<file path="src/rtl/ctmr_pkg.sv">
package ctmr_pkg;
  typedef enum logic [1:0] {
    ST_IDLE = 2'd0,
    ST_CAL  = 2'd1,
    ST_STOP = 2'd2,
    ST_RUN  = 2'd3
  } ctmr_state_e;

  localparam int          CFG_PERIODIC_BIT = 17;
  localparam int          CFG_DEADLINE_BIT = 18;
  localparam logic [31:0] CFG_RESET        = 32'd32;
endpackage

</file>
<file path="src/rtl/ctmr_prescale.sv">
module ctmr_prescale #(
  parameter int DIV = 64
) (
  input  logic clk,
  input  logic rst_n,
  input  logic clr,
  input  logic en,
  output logic tick
);
  localparam int PW = (DIV > 1) ? $clog2(DIV) : 1;
  localparam logic [PW-1:0] LAST = PW'(DIV - 1);

  logic [PW-1:0] pc_q, pc_d;

  always_comb begin
    pc_d = pc_q;
    if (clr)
      pc_d = '0;
    else if (en)
      pc_d = (pc_q == LAST) ? '0 : pc_q + 1'b1;
  end

  assign tick = en && !clr && (pc_q == LAST);

  always_ff @(posedge clk or negedge rst_n) begin
    if (!rst_n) pc_q <= '0;
    else        pc_q <= pc_d;
  end
endmodule

</file>
<file path="src/rtl/ctmr_calib.sv">
module ctmr_calib #(
  parameter int CNT_W  = 32,
  parameter int WINDOW = 100
) (
  input  logic             clk,
  input  logic             rst_n,
  input  logic             clr,
  input  logic             active,
  input  logic             ref_tick,
  input  logic [CNT_W-1:0] cnt,
  output logic             done,
  output logic [CNT_W-1:0] reload
);
  localparam int SW = $clog2(WINDOW + 1);
  localparam logic [SW-1:0]    WIN_S = SW'(WINDOW);
  localparam logic [CNT_W-1:0] WIN_C = CNT_W'(WINDOW);

  logic [SW-1:0]    seen_q, seen_d;
  logic [CNT_W-1:0] base_q, base_d;
  logic [CNT_W-1:0] elapsed, span;

  // all-ones minus the count is the bitwise complement
  assign elapsed = ~cnt;
  assign span    = elapsed - base_q;
  assign reload  = span / WIN_C;
  assign done    = active && ref_tick && (seen_q == WIN_S);

  always_comb begin
    seen_d = seen_q;
    base_d = base_q;
    if (clr) begin
      seen_d = '0;
      base_d = '0;
    end else if (active && ref_tick && !done) begin
      seen_d = seen_q + 1'b1;
      if (seen_q == '0) base_d = elapsed;
    end
  end

  always_ff @(posedge clk or negedge rst_n) begin
    if (!rst_n) begin
      seen_q <= '0;
      base_q <= '0;
    end else begin
      seen_q <= seen_d;
      base_q <= base_d;
    end
  end


  seen_bound_chk: assert property (@(posedge clk) disable iff (!rst_n)
    seen_q <= WIN_S);
endmodule

</file>
<file path="src/rtl/ctmr_deadline.sv">
module ctmr_deadline #(
  parameter int              TS_W = 64,
  parameter longint unsigned STEP = 1000
) (
  input  logic            clk,
  input  logic            rst_n,
  input  logic            en,
  output logic [TS_W-1:0] ts,
  output logic            fire
);
  localparam logic [TS_W-1:0] STEP_W = TS_W'(STEP);

  logic [TS_W-1:0] ts_q, ts_d, dl_q, dl_d;
  logic            armed_q, armed_d;

  assign fire = en && armed_q && (ts_q >= dl_q);
  assign ts   = ts_q;

  always_comb begin
    ts_d    = ts_q + 1'b1;
    dl_d    = dl_q;
    armed_d = armed_q;
    if (!en) begin
      armed_d = 1'b0;
    end else if (!armed_q) begin
      armed_d = 1'b1;
      dl_d    = ts_q + STEP_W;
    end else if (fire) begin
      dl_d    = ts_q + STEP_W;
    end
  end

  always_ff @(posedge clk or negedge rst_n) begin
    if (!rst_n) begin
      ts_q    <= '0;
      dl_q    <= '0;
      armed_q <= 1'b0;
    end else begin
      ts_q    <= ts_d;
      dl_q    <= dl_d;
      armed_q <= armed_d;
    end
  end


  dl_window_chk: assert property (@(posedge clk) disable iff (!rst_n)
    (armed_q && en) |-> ((dl_q >= ts_q) && ((dl_q - ts_q) <= STEP_W)));
endmodule

</file>
<file path="src/rtl/selfcal_timer.sv">
module selfcal_timer
  import ctmr_pkg::*;
#(
  parameter int              CNT_W    = 32,
  parameter int              PRESCALE = 64,
  parameter int              WINDOW   = 100,
  parameter int              TS_W     = 64,
  parameter longint unsigned TS_HZ    = 64'd1_000_000_000,
  parameter longint unsigned TICK_HZ  = 64'd1000
) (
  input  logic             clk,
  input  logic             rst_n,
  input  logic             start_cal,
  input  logic             ref_tick,
  input  logic             cfg_we,
  input  logic [31:0]      cfg_wdata,
  output logic             irq,
  output logic [7:0]       irq_vec,
  output logic [CNT_W-1:0] cur_count,
  output logic [CNT_W-1:0] reload_val,
  output logic             calibrated,
  output logic [TS_W-1:0]  tstamp
);
  localparam longint unsigned DL_STEP = TS_HZ / TICK_HZ;

  logic [1:0]       rst_s;
  logic             rst_i;
  ctmr_state_e      st_q, st_d;
  logic [CNT_W-1:0] cnt_q, cnt_d, rel_q, rel_d, cal_reload;
  logic [31:0]      cfg_q, cfg_d;
  logic             calib_q, calib_d, irq_q, irq_d, cnt_irq;
  logic [7:0]       vec_q, vec_d;
  logic             dl_mode, per_mode, pre_en, pre_clr, pre_tick;
  logic             cal_active, cal_done, dl_fire;

  // reset: asserted at once, released through two flops
  always_ff @(posedge clk or negedge rst_n) begin
    if (!rst_n) rst_s <= 2'b00;
    else        rst_s <= {rst_s[0], 1'b1};
  end
  assign rst_i = rst_s[1];

  assign dl_mode    = cfg_q[CFG_DEADLINE_BIT];
  assign per_mode   = cfg_q[CFG_PERIODIC_BIT];
  assign pre_en     = (st_q == ST_CAL) || ((st_q == ST_RUN) && !dl_mode);
  assign pre_clr    = start_cal || (st_q == ST_STOP);
  assign cal_active = (st_q == ST_CAL) && !start_cal;

  ctmr_prescale #(.DIV(PRESCALE)) u_pre (
    .clk(clk), .rst_n(rst_i), .clr(pre_clr), .en(pre_en), .tick(pre_tick)
  );

  ctmr_calib #(.CNT_W(CNT_W), .WINDOW(WINDOW)) u_cal (
    .clk(clk), .rst_n(rst_i), .clr(start_cal), .active(cal_active),
    .ref_tick(ref_tick), .cnt(cnt_q), .done(cal_done), .reload(cal_reload)
  );

  ctmr_deadline #(.TS_W(TS_W), .STEP(DL_STEP)) u_dl (
    .clk(clk), .rst_n(rst_i), .en(dl_mode), .ts(tstamp), .fire(dl_fire)
  );

  always_comb begin
    st_d    = st_q;
    cnt_d   = cnt_q;
    rel_d   = rel_q;
    calib_d = calib_q;
    cnt_irq = 1'b0;
    cfg_d   = cfg_we ? cfg_wdata : cfg_q;
    if (start_cal) begin
      st_d    = ST_CAL;
      cnt_d   = '1;
      calib_d = 1'b0;
    end else begin
      unique case (st_q)
        ST_CAL: begin
          if (cal_done) begin
            st_d  = ST_STOP;
            cnt_d = '0;
            rel_d = cal_reload;
          end else if (pre_tick) begin
            cnt_d = cnt_q - 1'b1;
          end
        end
        ST_STOP: begin
          st_d    = ST_RUN;
          cnt_d   = rel_q;
          calib_d = 1'b1;
        end
        ST_RUN: begin
          if (pre_tick) begin
            if (cnt_q != '0)   cnt_d = cnt_q - 1'b1;
            else if (per_mode) cnt_d = rel_q;
            cnt_irq = (cnt_q == CNT_W'(1));
          end
        end
        default: ;
      endcase
    end
    irq_d = cnt_irq || dl_fire;
    vec_d = irq_d ? cfg_q[7:0] : vec_q;
  end

  always_ff @(posedge clk or negedge rst_i) begin
    if (!rst_i) begin
      st_q    <= ST_IDLE;
      cnt_q   <= '0;
      rel_q   <= '0;
      calib_q <= 1'b0;
      irq_q   <= 1'b0;
      vec_q   <= '0;
      cfg_q   <= CFG_RESET;
    end else begin
      st_q    <= st_d;
      cnt_q   <= cnt_d;
      rel_q   <= rel_d;
      calib_q <= calib_d;
      irq_q   <= irq_d;
      vec_q   <= vec_d;
      cfg_q   <= cfg_d;
    end
  end

  assign irq        = irq_q;
  assign irq_vec    = vec_q;
  assign cur_count  = cnt_q;
  assign reload_val = rel_q;
  assign calibrated = calib_q;


  cal_dec_chk: assert property (@(posedge clk) disable iff (!rst_i)
    ((st_q == ST_CAL) && ($past(st_q) == ST_CAL) && !$past(start_cal))
      |-> (($past(cnt_q) - cnt_q) <= CNT_W'(1)));

  cal_load_chk: assert property (@(posedge clk) disable iff (!rst_i)
    $rose(calib_q) |-> (($past(cnt_q) == '0) && (cnt_q == rel_q)));

  cnt_bound_chk: assert property (@(posedge clk) disable iff (!rst_i)
    (st_q == ST_RUN) |-> (cnt_q <= rel_q));

  cnt_zero_irq_chk: assert property (@(posedge clk) disable iff (!rst_i)
    ((st_q == ST_RUN) && pre_tick && (cnt_q == CNT_W'(1)) && !start_cal)
      |=> (irq_q && (cnt_q == '0)));

  vec_match_chk: assert property (@(posedge clk) disable iff (!rst_i)
    irq_q |-> (vec_q == $past(cfg_q[7:0])));
endmodule

</file>
<file path="config.mk">
export PLATFORM = sky130hd
export DESIGN_NAME = selfcal_timer
export DESIGN_NICKNAME = d
export VERILOG_FILES = /design/src/rtl/ctmr_pkg.sv /design/src/rtl/ctmr_prescale.sv /design/src/rtl/ctmr_calib.sv /design/src/rtl/ctmr_deadline.sv /design/src/rtl/selfcal_timer.sv
export SDC_FILE = /design/constraint.sdc
export NUM_CORES = 1
export LEC_CHECK = 0
export BUFFER_PORTS_ARGS = -buffer_cell sky130_fd_sc_hd__buf_2
export CORE_MARGIN = 2
export CORE_UTILIZATION = 40
export DETAILED_ROUTE_END_ITERATION = 8
export HOLD_SLACK_MARGIN = 0.03
export PLACE_DENSITY = 0.62
export SYNTH_ARGS = -nofsm -noshare
export SYNTH_HDL_FRONTEND = slang
export SYNTH_SLANG_ARGS = --single-unit
</file>
<file path="constraint.sdc">
create_clock -name clk -period 9.3 [get_ports clk]
set_clock_uncertainty 0.15 [all_clocks]
set_input_delay 1.86 -clock clk [delete_from_list [all_inputs] [get_ports clk]]
set_output_delay 1.86 -clock clk [all_outputs]
set_load 0.01 [all_outputs]
</file>
==> metrics.csv <==
metric,value,unit
Power Density,73.57,nW/um^2
Synth Register Bits,256,
WL/cell,18.28,um
worst-case clock buffer depth,3,
nature of the critical path startpoint,flip-flop,
RePlAce Congestion,0.9273,
Synth Flop Type,dfrtp_1,
post-route minimum period,17440,ps
"EDFF count, synth",0,
Area growth syn-to-layout,46.69,%
"Slew Viols, Final",0,
Synth Instances,2784,
max cap viols,0,
Routed WL,79540,um
slowest CP cell,or4_1,
Iter 0 DRT Violations,1715,
I/O Buffers,146,
"most common cell after layout, fill and taps aside",buf_4,
syn avg cell area,8.186,um^2
worst setup margin,-8139,ps
initial antenna violation count,0,
Horiz. Die Dim,242.7,um
Hold Buf Count CTS,0,
CP Capture Type,flip-flop,
worst vdd ir,134.3,uV
global-route wire length before repair,125700,um
Row Count,87,
Vias,24660,
Net Switching,0.0005812,W
CTS Buf Count,31,
mapped cell area,22790,um^2
arrival time worst endpoint,17790,ps
setup violators final,14,
"Reg clk slew, reported paths",60,ps
type of the worst setup path,reg2reg,
Fmax,57.34,MHz
# diodes,0,
most frequent cells in the layout,"buf_4, nand2_1, dfrtp_1, nor2_1, o21ai_0",
logic gate share of total power,4.4,%
status,finished with violations,
synth unique cells,155,
CP max stage delay,500,ps
Leakage Power,14.74,nW
die height,242.7,um
post-route cell area,33430,um^2
first drt pass iteration count,8,
Tcrit/Tclk final,187.5,%
Die Area,58900,um^2
Final Hold Fails,0,
register area share after synthesis,28.11,%
CTS tree,yes,
# IOs,175,
Critical Path RT,9650,ps
largest net degree at the start of global routing,92,
crit-path most repeated cell,buf_4,
clock group share of total power,49.3,%
DR vias/cell,5.667,
Layout fillers,4904,
Post-Route Setup TNS,-61310,ps
Worst R2R Setup Slack,-8140,ps
Synth area leaders,"dfrtp_1, ha_1, o21ai_0, xnor2_1, nand2_1",
"Clk Latency, worst-skew pair",580,ps
RSZ-0062 raised after global routing,true,
area share of the largest cell type after synthesis,28.00,%
CTS root buf,clkbuf_16,
Starting Density,40.42,%
CTS HTree Levels,1,
Final nets,3715,
Yosys top cell by area,dfrtp_1,
share of layout cells above drive strength 1,39.36,%
cell internal pwr,0.001878,W
# DRC,0,
CTS sink cnt,256,
Slew @ Worst Pin,1227,ps
Seq pwr share,46.4,%
max_slew headroom,17.59,%
HP Class,reg2reg,
Final HPWL DP,56840,um
Routed Antenna Nets,0,
ys async rst share,100.0,%
Sw Ratio,23.63,%
violated checks,setup timing,
crit-path max FO,7,
Area after DPL,28650,um^2
number of global-route vias before repair,24100,
Core ar.,56390,um^2
Total GRT Usage,25.38,%
total of warnings raised by yosys,0,
GRT overflow,0,
per-stage QoR:
stage	total power (W)	hold slack [ps]	std cells	worst slack, ps	util, %
2_1_floorplan	0.001233	181.2	2789	-7219	-
3_3_place_gp	0.001260	189.2	4147	-8040	50.80
3_5_place_dp	0.001264	194.9	4147	-8379	50.80
4_1_cts	0.002479	204.1	4278	-7545	56.52
5_1_grt	0.002548	215.7	4351	-8857	59.29
6_report	0.002459	198.3	4351	-8139	59.29
metal layers:
layer	GRT usage (%)	routed length [um]	vias up
met5	0	0	-
met4	6.550	2176	0
met3	2.709	4473	142
met2	42.63	37780	774
met1	34.79	35110	12000
li1	-	-	11740
worst max-delay path, delay by kind of cell (launching register included):
kind                       cells  cell delay [ps]
DFF                            1              410
AOI/OAI and AO/OA             29             6180
muxes                          6             1880
adders and majority gates      2              640
buffers and inverters         25             3660
xor gates and xnor gates       2              420
and+or+nand+nor               22             4030
registers in the layout, indices dropped and copies added (netlist names):
register      flops
irq               1
u_pre.pc_q        6
u_cal.base_q     32
cfg_q            10
u_dl.dl_q        64
cur_count        32
irq_vec           8
st_q              2
u_dl.armed_q      1
calibrated        1
reload_val       26
rst_s             2
u_dl.ts          64
u_cal.seen_q      7
synth_stat cells, drive strengths merged, types with 10 or more instances:
cell type,count
o211ai,35
a21o,22
and3,26
inv,153
nand3b,37
dfrtp,255
a32oi,10
a221oi,15
or2,25
a31oi,37
xor2,76
nand2b,32
clkbuf,71
nand3,93
o22ai,15
a211oi,36
a311oi,11
buf,59
and2,31
nor3,100
o31ai,34
o21bai,13
ha,106
o21a,17
nor2,226
a21oi,159
o21ai,258
nand2,296
a2111oi,20
maj3,11
nor4,33
a211o,15
mux2i,22
or3,23
xnor2,134
nand4,64
mux2,35
nor2b,24
area by class of cell:
type / instances / area [um^2] / area share, %
multi-input combinational: 2245 / 17760 / 53.12
timing repair buffer: 884 / 6718 / 20.09
sequential: 256 / 6419 / 19.20
tap: 756 / 945.9 / 2.829
clock buffer: 43 / 880.8 / 2.635
inverter: 153 / 574.3 / 1.718
clock inverter: 14 / 133.9 / 0.4004
power by group through the flow:
stage	registers, W	logic (W)	clock network, W
6_report	0.00114	0.000107	0.00121
3_5_place_dp	0.00116	0.000103	0
3_3_place_gp	0.00116	0.0000996	0
5_1_grt	0.00114	0.000123	0.00128
2_1_floorplan	0.00117	0.0000631	0
4_1_cts	0.00114	0.000105	0.00123
path summary, 6_finish.rpt:
kind                                  from             to  cells after the start
max                        u_cal.base_q[1]  reload_val[0]                     86
min                               rst_s[0]       rst_s[1]                      0
max reg2reg                u_cal.base_q[1]  reload_val[0]                     86
min reg2reg                       rst_s[0]       rst_s[1]                      0
max in group asynchronous         rst_s[1]    u_dl.ts[19]                      2
min in group asynchronous         rst_s[1]     calibrated                      0
logic make-up (layout without fill, tap and decap cells):
| group | after synthesis | count (layout) | synth area share, % |
|---|---|---|---|
| multiplexers | 57 | 57 | 2.728 |
| adder cells (fa/ha/maj) | 118 | 118 | 6.407 |
| other | 2 | 7 | 0.03295 |
| AO/OA/AOI/OAI | 808 | 808 | 25.20 |
| AND/OR/NAND/NOR | 1045 | 1045 | 23.32 |
| XOR/XNOR | 210 | 210 | 8.301 |
| buffers and inverters | 288 | 1094 | 5.896 |
| flip-flops | 256 | 256 | 28.11 |
repair_timing:
action | in CTS | in global routing
pin swaps | 129 | 120
setup buffers | 78 | 72
cloned | 1 | 1
resized for setup | 310 | 184
endpoints found under the setup margin | 15 | 15
Power figures use the tool's default switching activity.
